`config.mk`:
```
export PLATFORM = sky130hd
export DESIGN_NAME = exc_noise_src
export DESIGN_NICKNAME = d
export VERILOG_FILES = /design/src/rtl/exc_noise_pkg.sv /design/src/rtl/exc_lfsr_core.sv /design/src/rtl/exc_pitch_decode.sv /design/src/rtl/exc_noise_src.sv
export SDC_FILE = /design/constraint.sdc
export NUM_CORES = 1
export LEC_CHECK = 0
export BUFFER_PORTS_ARGS = -buffer_cell sky130_fd_sc_hd__buf_2
export CORE_MARGIN = 1.5
export CORE_UTILIZATION = 35
export CTS_BUF_LIST = sky130_fd_sc_hd__clkbuf_8
export CTS_CLUSTER_DIAMETER = 60
export DETAILED_ROUTE_END_ITERATION = 16
export PLACE_DENSITY = 0.63
export SETUP_SLACK_MARGIN = 0.15
export SYNTH_ARGS = -nofsm -noshare
export SYNTH_HDL_FRONTEND = slang
export SYNTH_SLANG_ARGS = --single-unit
```
`constraint.sdc`:
```
create_clock -name clk -period 4.45 [get_ports clk]
set_input_delay 0.89 -clock clk [delete_from_list [all_inputs] [get_ports clk]]
set_output_delay 0.89 -clock clk [all_outputs]
set_load 0.005 [all_outputs]
```
`src/rtl/exc_noise_pkg.sv`:
```
// Shared defaults and the feedback helper for the excitation noise source.
package exc_noise_pkg;
    localparam int LFSR_W_DEF  = 17;
    localparam int TAP_A_DEF   = 17;
    localparam int TAP_B_DEF   = 14;
    localparam int PITCH_W_DEF = 7;

    // Inverted XOR of two tap bits; makes the all-zero state a legal state.
    function automatic logic xnor_tap(input logic a, input logic b);
        return ~(a ^ b);
    endfunction
endpackage

```
`src/rtl/exc_lfsr_core.sv`:
```
// Fibonacci shift register for the noise source.
// Assumes: adv is already qualified by the clock enable.
// ASYNC_CLR=0: reset only shifts zeros in on advances.
// ASYNC_CLR=1: reset clears all bits at once.
module exc_lfsr_core
    import exc_noise_pkg::*;
#(
    parameter int W         = LFSR_W_DEF,
    parameter int TAP_A     = TAP_A_DEF,
    parameter int TAP_B     = TAP_B_DEF,
    parameter bit ASYNC_CLR = 1'b0
) (
    input  logic clk,
    input  logic rst_n,
    input  logic adv,
    output logic msb
);
    localparam int TOP = W - 1;
    localparam int IA  = TAP_A - 1;
    localparam int IB  = TAP_B - 1;

    logic [W-1:0] q;
    logic         fb;

    // Feedback bit from the two taps.
    always_comb fb = xnor_tap(q[IA], q[IB]);

    generate
        if (ASYNC_CLR) begin : g_async
            // Immediate clear on reset; shift on advance otherwise.
            always_ff @(posedge clk or negedge rst_n) begin
                if (!rst_n)   q <= '0;
                else if (adv) q <= {q[W-2:0], fb};
            end

            // register is zero at every edge seen while reset is low
            always @(posedge clk) begin
                if (!rst_n) a_r7_cleared: assert (q == '0);
            end

            a_r1_hold: assert property (@(posedge clk) disable iff (!rst_n)
                !adv |=> $stable(q));

            a_r2_shift: assert property (@(posedge clk) disable iff (!rst_n)
                adv |=> (q[W-1:1] == $past(q[W-2:0])));
        end else begin : g_serial
            logic armed = 1'b0;

            // Marks that one edge has passed so $past has history.
            always_ff @(posedge clk) armed <= 1'b1;

            // Shift on advance; reset substitutes a zero for the feedback bit.
            always_ff @(posedge clk) begin
                if (adv) q <= {q[W-2:0], (rst_n ? fb : 1'b0)};
            end

            a_r1_hold: assert property (@(posedge clk) disable iff (!armed)
                !adv |=> $stable(q));

            a_r2_shift: assert property (@(posedge clk) disable iff (!armed)
                adv |=> (q[W-1:1] == $past(q[W-2:0])));

            a_r5_zero_in: assert property (@(posedge clk) disable iff (!armed)
                (!rst_n && adv) |=> (q[0] == 1'b0));

            a_r6_kept: assert property (@(posedge clk) disable iff (!armed)
                (!rst_n && !adv) |=> $stable(q));
        end
    endgenerate

    // Noise bit taken from the top stage.
    assign msb = q[TOP];
endmodule

```
`src/rtl/exc_pitch_decode.sv`:
```
// Chooses between noise and voiced excitation from the frame's pitch field.
// Assumes: pitch is stable for the whole frame; a zero value means unvoiced.
module exc_pitch_decode
    import exc_noise_pkg::*;
#(
    parameter int PITCH_W = PITCH_W_DEF
) (
    input  logic [PITCH_W-1:0] pitch,
    input  logic               noise_bit,
    output logic               exc_bit,
    output logic               voiced_req
);
    logic unvoiced;

    // Zero pitch selects noise excitation.
    always_comb unvoiced = (pitch == '0);

    // Output mux: noise for unvoiced frames, request for voiced frames.
    always_comb begin
        exc_bit    = unvoiced ? noise_bit : 1'b0;
        voiced_req = ~unvoiced;
    end
endmodule

```
`src/rtl/exc_noise_src.sv`:
```
// Top of the excitation noise source. It gates the sample step with the
// clocking-system enable, runs the shift register and decodes the pitch.
// Assumes: clk_en is held low while the clocks are stopped, including during
// reset on the real clocking system.
module exc_noise_src
    import exc_noise_pkg::*;
#(
    parameter int LFSR_W    = LFSR_W_DEF,
    parameter int TAP_A     = TAP_A_DEF,
    parameter int TAP_B     = TAP_B_DEF,
    parameter int PITCH_W   = PITCH_W_DEF,
    parameter bit ASYNC_CLR = 1'b0
) (
    input  logic               clk,
    input  logic               rst_n,
    input  logic               clk_en,
    input  logic               step,
    input  logic [PITCH_W-1:0] pitch,
    output logic               exc_bit,
    output logic               voiced_req
);
    logic adv;
    logic noise_bit;

    // An advance needs both the clocking enable and a sample step.
    assign adv = clk_en & step;

    exc_lfsr_core #(
        .W(LFSR_W), .TAP_A(TAP_A), .TAP_B(TAP_B), .ASYNC_CLR(ASYNC_CLR)
    ) u_lfsr (
        .clk(clk), .rst_n(rst_n), .adv(adv), .msb(noise_bit)
    );

    exc_pitch_decode #(.PITCH_W(PITCH_W)) u_dec (
        .pitch(pitch), .noise_bit(noise_bit),
        .exc_bit(exc_bit), .voiced_req(voiced_req)
    );

    a_r3_noise_out: assert property (@(posedge clk) disable iff (!rst_n)
        (pitch == '0) |-> (exc_bit == noise_bit && !voiced_req));

    a_r4_voiced_out: assert property (@(posedge clk) disable iff (!rst_n)
        (pitch != '0) |-> (!exc_bit && voiced_req));
endmodule

```
==> results of run 1 <==
[kinds of logic after synthesis]
kind of cell  synth area share [%]
xor+xnor                      1.57
flops                         91.3
simple gates                  7.16
[power groups by stage]
stage	Clock, uW	Sequential, uW	Combinational, uW
after global placement	0	188	8.18
after global routing	123	186	9.58
after CTS	119	185	8.83
after detailed placement	0	188	8.91
final	114	185	8.61
after floorplan	0	187	3.72
[cell type report]
cell class | instances | area, um^2
fillers | 136 | 818
multi-input cells | 7 | 48.8
repair buffers | 12 | 60.1
clock inverters | 1 | 7.51
flip-flops and latches | 17 | 510
well taps | 16 | 20.0
clock buffers | 3 | 41.3
[layout by cell type (no fill, tap or decap), drive strengths merged]
cell / count
buf: 12
clkinvlp: 1
xnor2: 1
edfxtp: 17
clkbuf: 3
nor4: 1
or4: 2
and2: 2
nand2b: 1
[worst min-delay path by stage]
| stage | start | end | slack [ns] |
|---|---|---|---|
| 2_1_floorplan | u_lfsr.q[9]$_DFFE_PP_ | u_lfsr.q[10]$_DFFE_PP_ | 0.40 |
| 3_3_place_gp | u_lfsr.q[8]$_DFFE_PP_ | u_lfsr.q[9]$_DFFE_PP_ | 0.41 |
| 3_5_place_dp | u_lfsr.q[1]$_DFFE_PP_ | u_lfsr.q[2]$_DFFE_PP_ | 0.41 |
| 4_1_cts | u_lfsr.q[12]$_DFFE_PP_ | u_lfsr.q[13]$_DFFE_PP_ | 0.43 |
| 5_1_grt | u_lfsr.q[8]$_DFFE_PP_ | u_lfsr.q[9]$_DFFE_PP_ | 0.45 |
| 6_report | u_lfsr.q[12]$_DFFE_PP_ | u_lfsr.q[13]$_DFFE_PP_ | 0.43 |
[routing by layer]
| layer | track usage [%] | vias to the layer above |
|---|---|---|
| met5 | 0 | - |
| met4 | 10.9 | 0 |
| li1 | - | 126 |
| met1 | 12.1 | 122 |
| met3 | 5.11 | 5 |
| met2 | 13.3 | 9 |
[stage by stage]
stage / cell area [um^2] / instances / setup slack (ns) / total power [uW] / hold WS [ns]
6_report: 688 / 56 / 1.52 / 308 / 0.428
3_5_place_dp: 639 / 52 / 1.51 / 197 / 0.407
4_1_cts: 688 / 56 / 1.51 / 313 / 0.431
3_3_place_gp: 639 / 52 / 1.53 / 196 / 0.408
5_1_grt: 688 / 56 / 1.50 / 318 / 0.446
2_1_floorplan: 559 / 24 / 1.73 / 191 / 0.400
==> flow_summary.ini, run 1 <==
[worst_hold_path]
hold_depth = 0
hp-class = flip-flop to flip-flop

[timing]
skew_ns = 0.00101
max_freq_mhz = 341
hold_viol_final = 0
setup_violations = 0
finalCritPeriodShare_pct = 65.9
slew_headroom_pct = 54.7
tns_ns = 0
layout_min_cycle_time_ns = 2.93
slew_viol_final = 0
rsz0062_at_grt = no
worstMarginPinSlew_ns = 0.680

[floorplan]
coreArea_mm2 = 0.00151
start_util_pct = 37.1
row_count = 14
die_area_mm2 = 0.00185
die_w_um = 43.0
ioPinCount = 13
chipHeight_um = 43.0

[worst_setup_path]
cp_top_family = simple AND/OR/NAND/NOR gates
crit_type = input pin to output port
arrival_ns = 2.04
reg2reg_from = u_lfsr.q[13]$_DFFE_PP_
cp_slowest_cell = or4_1
start_kind = input pin
crit_chain = buf_2, or4_1, or4_1, buf_2
cp-endpoint = voiced_req
r2r_cells = 2
startpoint = pitch[1]
slowest_delay_ns = 0.53
required_ns = 3.56
r2r-end = u_lfsr.q[0]$_SDFFCE_PN0P_
end_kind = output port
crit_fanout = 2
cp.depth = 4
path_buf_inv = 2
r2r_setup_slack_ns = 3.49

[synth]
yosysTopAreaCell = edfxtp_1
synthArstFlopShare_pct = 0
synth_cell_types = 6
synth_ff_type = edfxtp_1
yosysWarnings = 0
ys_top_cells_by_area = edfxtp_1, or4_1, and2_1, xnor2_1, nand2b_1
synth_area_um2 = 559
synth_cells = 24
yosysMostFrequentCell = edfxtp_1
synth_top_area_share_pct = 91.3
synth-edff-count = 17
ys_ff_latch = 17
syn_avg_cell_area_um2 = 23.3
ys_seq_area_share_pct = 91.3
syn_nets = 35
synth_commonest_cells = edfxtp_1, and2_1, or4_1

[clock_tree]
cts_resized = 0
ctsHoldBuffers = 0
clock-sinks = 17
numCtsBuffers = 3
clkTransAtPathRegs_ns = 0.06
postCtsSetupBuffers = 0
cts_tree = built
htreeDepth = 1
root_buffer = clkbuf_8
clk_path_buf_depth = 2
clock_latency_ns = 0.25

[power_and_ir_drop]
cellPowerDensity_mw_per_mm2 = 447
comb_power_share_pct = 2.8
swShare_pct = 18.7
p_leak_uw = 0.000240
clock_power_share_pct = 37.1
p_seq_share_pct = 60.1
ir_drop_uv = 191
p_switching_uw = 57.7
p_int_uw = 250

[drt]
drt-pass1-iter-count = 1
drt_iter0_drc = 0
wl_per_cell_um = 13.9
wl_met1_um = 363
top_layer_used = met4
wl_met2_um = 334
vias_per_cell = 4.68
wl_um = 776
postRouteAntennaNets = 0
drc = 0
vias = 262
met3WireLength_um = 45

[final_layout]
largest_registers = u_lfsr.q x17
synthToLayoutAreaGrowth_pct = 23.0
fin_nets = 52
drive_gt1_share_pct = 40.0
fin_util_pct = 45.7
largest_reg_flops = 17
diodes = 0
regMostFlops = u_lfsr.q

[global_route]
grt_max_degree = 18
grt_pass1_wl_mm = 1.17
overflow = 0
grt_pass1_vias = 252
grt_antenna_before_repair = 0
track_usage_pct = 10.5

[outcome]
status = complete, no violations

[job]
max_cap_violations = 0

[placed_design]
gp_congestion = 0.718
port_buffers = 12
Power figures use the tool's default switching activity.
==> run 2: changes to the inputs <==
- PLACE_DENSITY: 0.63 -> 0.65
- clock period: 4.45 -> 2.62 ns (I/O delays scaled with it)
==> flow_summary.ini, run 2 (synthesis gave the netlist of run 1 again) <==
[drt]
postRouteAntennaNets = 0
wl_met1_um = 326
wl_per_cell_um = 14.0
drt_iter0_drc = 6
vias_per_cell = 4.82
top_layer_used = met3
vias = 270
drt-pass1-iter-count = 4
drc = 0
wl_um = 786
met3WireLength_um = 39
wl_met2_um = 421

[worst_hold_path]
holdCritStartpoint = u_lfsr.q[10]$_DFFE_PP_
hold-path-endpoint = u_lfsr.q[11]$_DFFE_PP_
hp-class = flip-flop to flip-flop
hold_depth = 0

[clock_tree]
cts_tree = built
numCtsBuffers = 3
htreeDepth = 1
ctsHoldBuffers = 0
postCtsSetupBuffers = 0
cts_resized = 0
clock-sinks = 17
clock_latency_ns = 0.24
clkTransAtPathRegs_ns = 0.06
clk_path_buf_depth = 2
root_buffer = clkbuf_8

[final_layout]
fin_cells = 56
layout_common_cells = edfxtp_1, buf_2, clkbuf_8, or4_1, and2_1
synthToLayoutAreaGrowth_pct = 22.6
largest_reg_flops = 17
regMostFlops = u_lfsr.q
drive_gt1_share_pct = 40.0
largest_registers = u_lfsr.q x17
diodes = 0
design_area_um2 = 686
fin_nets = 52
mostFrequentLayoutCell = edfxtp_1

[floorplan]
die_area_mm2 = 0.00185
start_util_pct = 37.1
chipHeight_um = 43.0
ioPinCount = 13
die_w_um = 43.0
coreArea_mm2 = 0.00151
row_count = 14

[worst_setup_path]
slowest_delay_ns = 0.54
cp_slowest_cell = or4_1
crit_fanout = 2
start_kind = input pin
crit_chain = buf_2, or4_1, or4_1, buf_2
arrival_ns = 1.69
crit_type = input pin to output port
r2r-end = u_lfsr.q[0]$_SDFFCE_PN0P_
end_kind = output port
required_ns = 2.10
r2r_cells = 2
r2r_setup_slack_ns = 1.63
reg2reg_from = u_lfsr.q[16]$_DFFE_PP_

[timing]
rsz0062_at_grt = no
worstMarginPinSlew_ns = 0.686
slew_viol_final = 0
slew_headroom_pct = 54.3
hold_viol_final = 0
whs_ns = 0.424
max_freq_mhz = 452
tns_ns = 0
layout_min_cycle_time_ns = 2.21
setup_violations = 0
finalCritPeriodShare_pct = 84.5
skew_ns = 0.00239

[power_and_ir_drop]
swShare_pct = 18.0
clock_power_share_pct = 36.2
ir_drop_uv = 383
cellPowerDensity_mw_per_mm2 = 753
p_leak_uw = 0.000244
p_seq_share_pct = 60.9
p_int_uw = 423
p_switching_uw = 93.0
comb_power_share_pct = 2.9

[global_route]
grt_antenna_before_repair = 0
overflow = 0
grt_max_degree = 18
track_usage_pct = 9.54
grt_pass1_wl_mm = 1.21
grt_pass1_vias = 287

[placed_design]
gp_congestion = 0.722
port_buffers = 12
dp_hpwl_um = 553
post_dp_cell_area_um2 = 639
dp_cells = 52

[job]
max_cap_violations = 0

[outcome]
status = complete, no violations
==> run 2: how the worst max path moves through the flow <==
stage,from,end,slack (ns),depth (start not counted)
after CTS,pitch[1],voiced_req,0.39,4
after global placement,pitch[1],voiced_req,0.43,4
after floorplan,pitch[1],voiced_req,0.63,2
final,pitch[1],voiced_req,0.41,4
after detailed placement,pitch[1],voiced_req,0.39,4
after global routing,pitch[1],voiced_req,0.35,4
==> run 2: critical path, delay by kind of cell <==
family                 cells  cell delay, ns
and+or+nand+nor            2            0.94
buffers and inverters      2            0.23
==> run 2: power groups by stage <==
stage	clock, uW	combinational (uW)	sequential (uW)
2_1_floorplan	0	6.32	318
3_3_place_gp	0	13.9	319
3_5_place_dp	0	15.7	320
4_1_cts	190	15.6	315
5_1_grt	202	16.4	315
6_report	187	15.1	314
==> run 2: stage by stage <==
step	power, uW	setup slack (ns)	utilization, %
after floorplan	324	0.630	-
after global placement	333	0.428	42.4
after detailed placement	336	0.393	42.4
after CTS	520	0.393	45.5
after global routing	534	0.350	45.5
final	516	0.406	45.5
==> run 2: area by class of cell <==
cell class | instances | area [um^2]
fillers | 130 | 821
flip-flops and latches | 17 | 510
repair buffers | 12 | 60.1
multi-input cells | 7 | 48.8
clock buffers | 3 | 41.3
well taps | 16 | 20.0
clock inverters | 1 | 5.00
==> run 2: layer usage <==
layer | up-vias | GRT usage (%)
met3 | 0 | 2.55
met4 | 0 | 3.64
met1 | 132 | 11.7
li1 | 127 | -
met5 | - | 0
met2 | 11 | 16.1
==> run 3: changes to the inputs <==
- ABC_AREA: unset -> 1
- PLACE_DENSITY: 0.65 -> 0.63
- clock period: 2.62 -> 2.3 ns (I/O delays scaled with it)
==> flow_summary.ini, run 3 <==
[drt]
wl_um = 732
postRouteAntennaNets = 0
vias = 268
drt_iter0_drc = 4
drc = 0
drt-pass1-iter-count = 2
wl_per_cell_um = 11.6
vias_per_cell = 4.25

[global_route]
grt_antenna_before_repair = 0
overflow = 0
grt_pass1_vias = 277
track_usage_pct = 9.67
grt_max_degree = 18
grt_pass1_wl_mm = 1.16

[final_layout]
layout_common_cells = edfxtp_1, buf_2, inv_1, nand2_1, clkbuf_8
drive_gt1_share_pct = 36.2
diodes = 0
mostFrequentLayoutCell = edfxtp_1
largest_registers = u_lfsr.q x17
largest_reg_flops = 17
fin_util_pct = 46.1
regMostFlops = u_lfsr.q
fin_nets = 59
fill_cells = 136
synthToLayoutAreaGrowth_pct = 21.7

[floorplan]
chipHeight_um = 43.6
die_area_mm2 = 0.00190
coreArea_mm2 = 0.00152
die_w_um = 43.6
row_count = 14
ioPinCount = 13
start_util_pct = 37.8

[clock_tree]
clk_path_buf_depth = 2
clock-sinks = 17
cts_tree = built
ctsHoldBuffers = 0
cts_resized = 0
htreeDepth = 1
clock_latency_ns = 0.24
numCtsBuffers = 3
clkTransAtPathRegs_ns = 0.06
postCtsSetupBuffers = 0
root_buffer = clkbuf_8

[placed_design]
port_buffers = 12
dp_hpwl_um = 430
gp_congestion = 0.592
preCtsSetupSlack_ns = 0.813

[timing]
finalCritPeriodShare_pct = 64.6
tns_ns = 0
whs_ns = 0.419
slew_headroom_pct = 60.3
slew_viol_final = 0
hold_viol_final = 0
layout_min_cycle_time_ns = 1.49
rsz0062_at_grt = no
max_freq_mhz = 673
worstMarginPinSlew_ns = 0.595
setup_violations = 0
worst_slack_ns = 0.814
skew_ns = 0.000909

[synth]
ys_seq_area_share_pct = 88.5
synth_top_area_share_pct = 88.5
synth_area_um2 = 577
synthArstFlopShare_pct = 0
synth_cells = 31
synth_ff_type = edfxtp_1
ys_ff_latch = 17
synth-edff-count = 17
syn_avg_cell_area_um2 = 18.6
ys_top_cells_by_area = edfxtp_1, inv_1, nand2_1, nor3_2, nor2_1
synth_commonest_cells = edfxtp_1, inv_1, nand2_1, nor2_1
yosysMostFrequentCell = edfxtp_1
synth_cell_types = 9
yosysTopAreaCell = edfxtp_1
syn_nets = 42
yosysWarnings = 0

[power_and_ir_drop]
cellPowerDensity_mw_per_mm2 = 831
total_power_uw = 584
ir_drop_uv = 351
p_leak_uw = 0.000271

[worst_setup_path]
crit_type = input pin to output port
r2r_cells = 2
required_ns = 1.84
reg2reg_from = u_lfsr.q[16]$_DFFE_PP_
start_kind = input pin
r2r-end = u_lfsr.q[0]$_SDFFCE_PN0P_
cp_slowest_cell = nor3_2
crit_fanout = 2
cp_common_cell = buf_2
crit_chain = buf_2, nor2_2, nand2_1, nor3_2, buf_2
path_buf_inv = 2
slowest_delay_ns = 0.15
arrival_ns = 1.03
cp_top_family = simple AND/OR/NAND/NOR gates
r2r_setup_slack_ns = 1.41
end_kind = output port

[worst_hold_path]
hold-path-endpoint = u_lfsr.q[8]$_DFFE_PP_
holdCritStartpoint = u_lfsr.q[7]$_DFFE_PP_
hold_depth = 0
hp-class = flip-flop to flip-flop

[job]
max_cap_violations = 0

[outcome]
status = complete, no violations
run 3: how the worst max path moves through the flow:
stage / start / endpoint / depth (start not counted)
final: pitch[5] / exc_bit / 5
after global routing: pitch[1] / exc_bit / 5
after CTS: pitch[5] / exc_bit / 5
after detailed placement: pitch[5] / exc_bit / 5
after global placement: pitch[5] / exc_bit / 5
after floorplan: pitch[5] / exc_bit / 3
run 3: per-layer routing:
metal / global-route usage, % / up-vias / share of wire (%)
met5: 0 / - / 0
met3: 7.50 / 0 / 6.3
met4: 5.45 / 0 / 0
met2: 11.5 / 6 / 39
met1: 12.3 / 120 / 55
li1: - / 142 / -
run 3: cells by family after synthesis:
family / Yosys count / synth area share [%]
compound gates: 2 / 1.73
buf+inv: 4 / 2.60
flops: 17 / 88.5
simple gates: 8 / 7.16
run 3: final cells by class:
cell class / instances / area, um^2 / share of cell area, %
flip-flops and latches: 17 / 510 / 72.7
repair buffers: 12 / 60.1 / 8.56
multi-input cells: 10 / 51.3 / 7.31
clock buffers: 3 / 41.3 / 5.88
well taps: 16 / 20.0 / 2.85
inverters: 4 / 15.0 / 2.14
clock inverters: 1 / 3.75 / 0.535
run 3: through the flow:
| step | cells | area [um^2] |
|---|---|---|
| finish | 63 | 702 |
| global route | 63 | 702 |
| CTS | 63 | 702 |
| detailed placement | 59 | 657 |
| global placement | 59 | 657 |
| floorplan | 31 | 577 |
run 3: worst register-to-register path, delay by kind of cell (launching register included):
family,cells,cell delay [ns]
AO/OA/AOI/OAI,2,0.24
flip-flops,1,0.40
run 3: report_power, final:
part	internal (uW)	total [uW]	leakage, uW	switching, uW
clock	118	207	0.0000269	89.0
sequential	354	357	0.000160	3.39
combinational	8.10	19.1	0.0000845	11.0
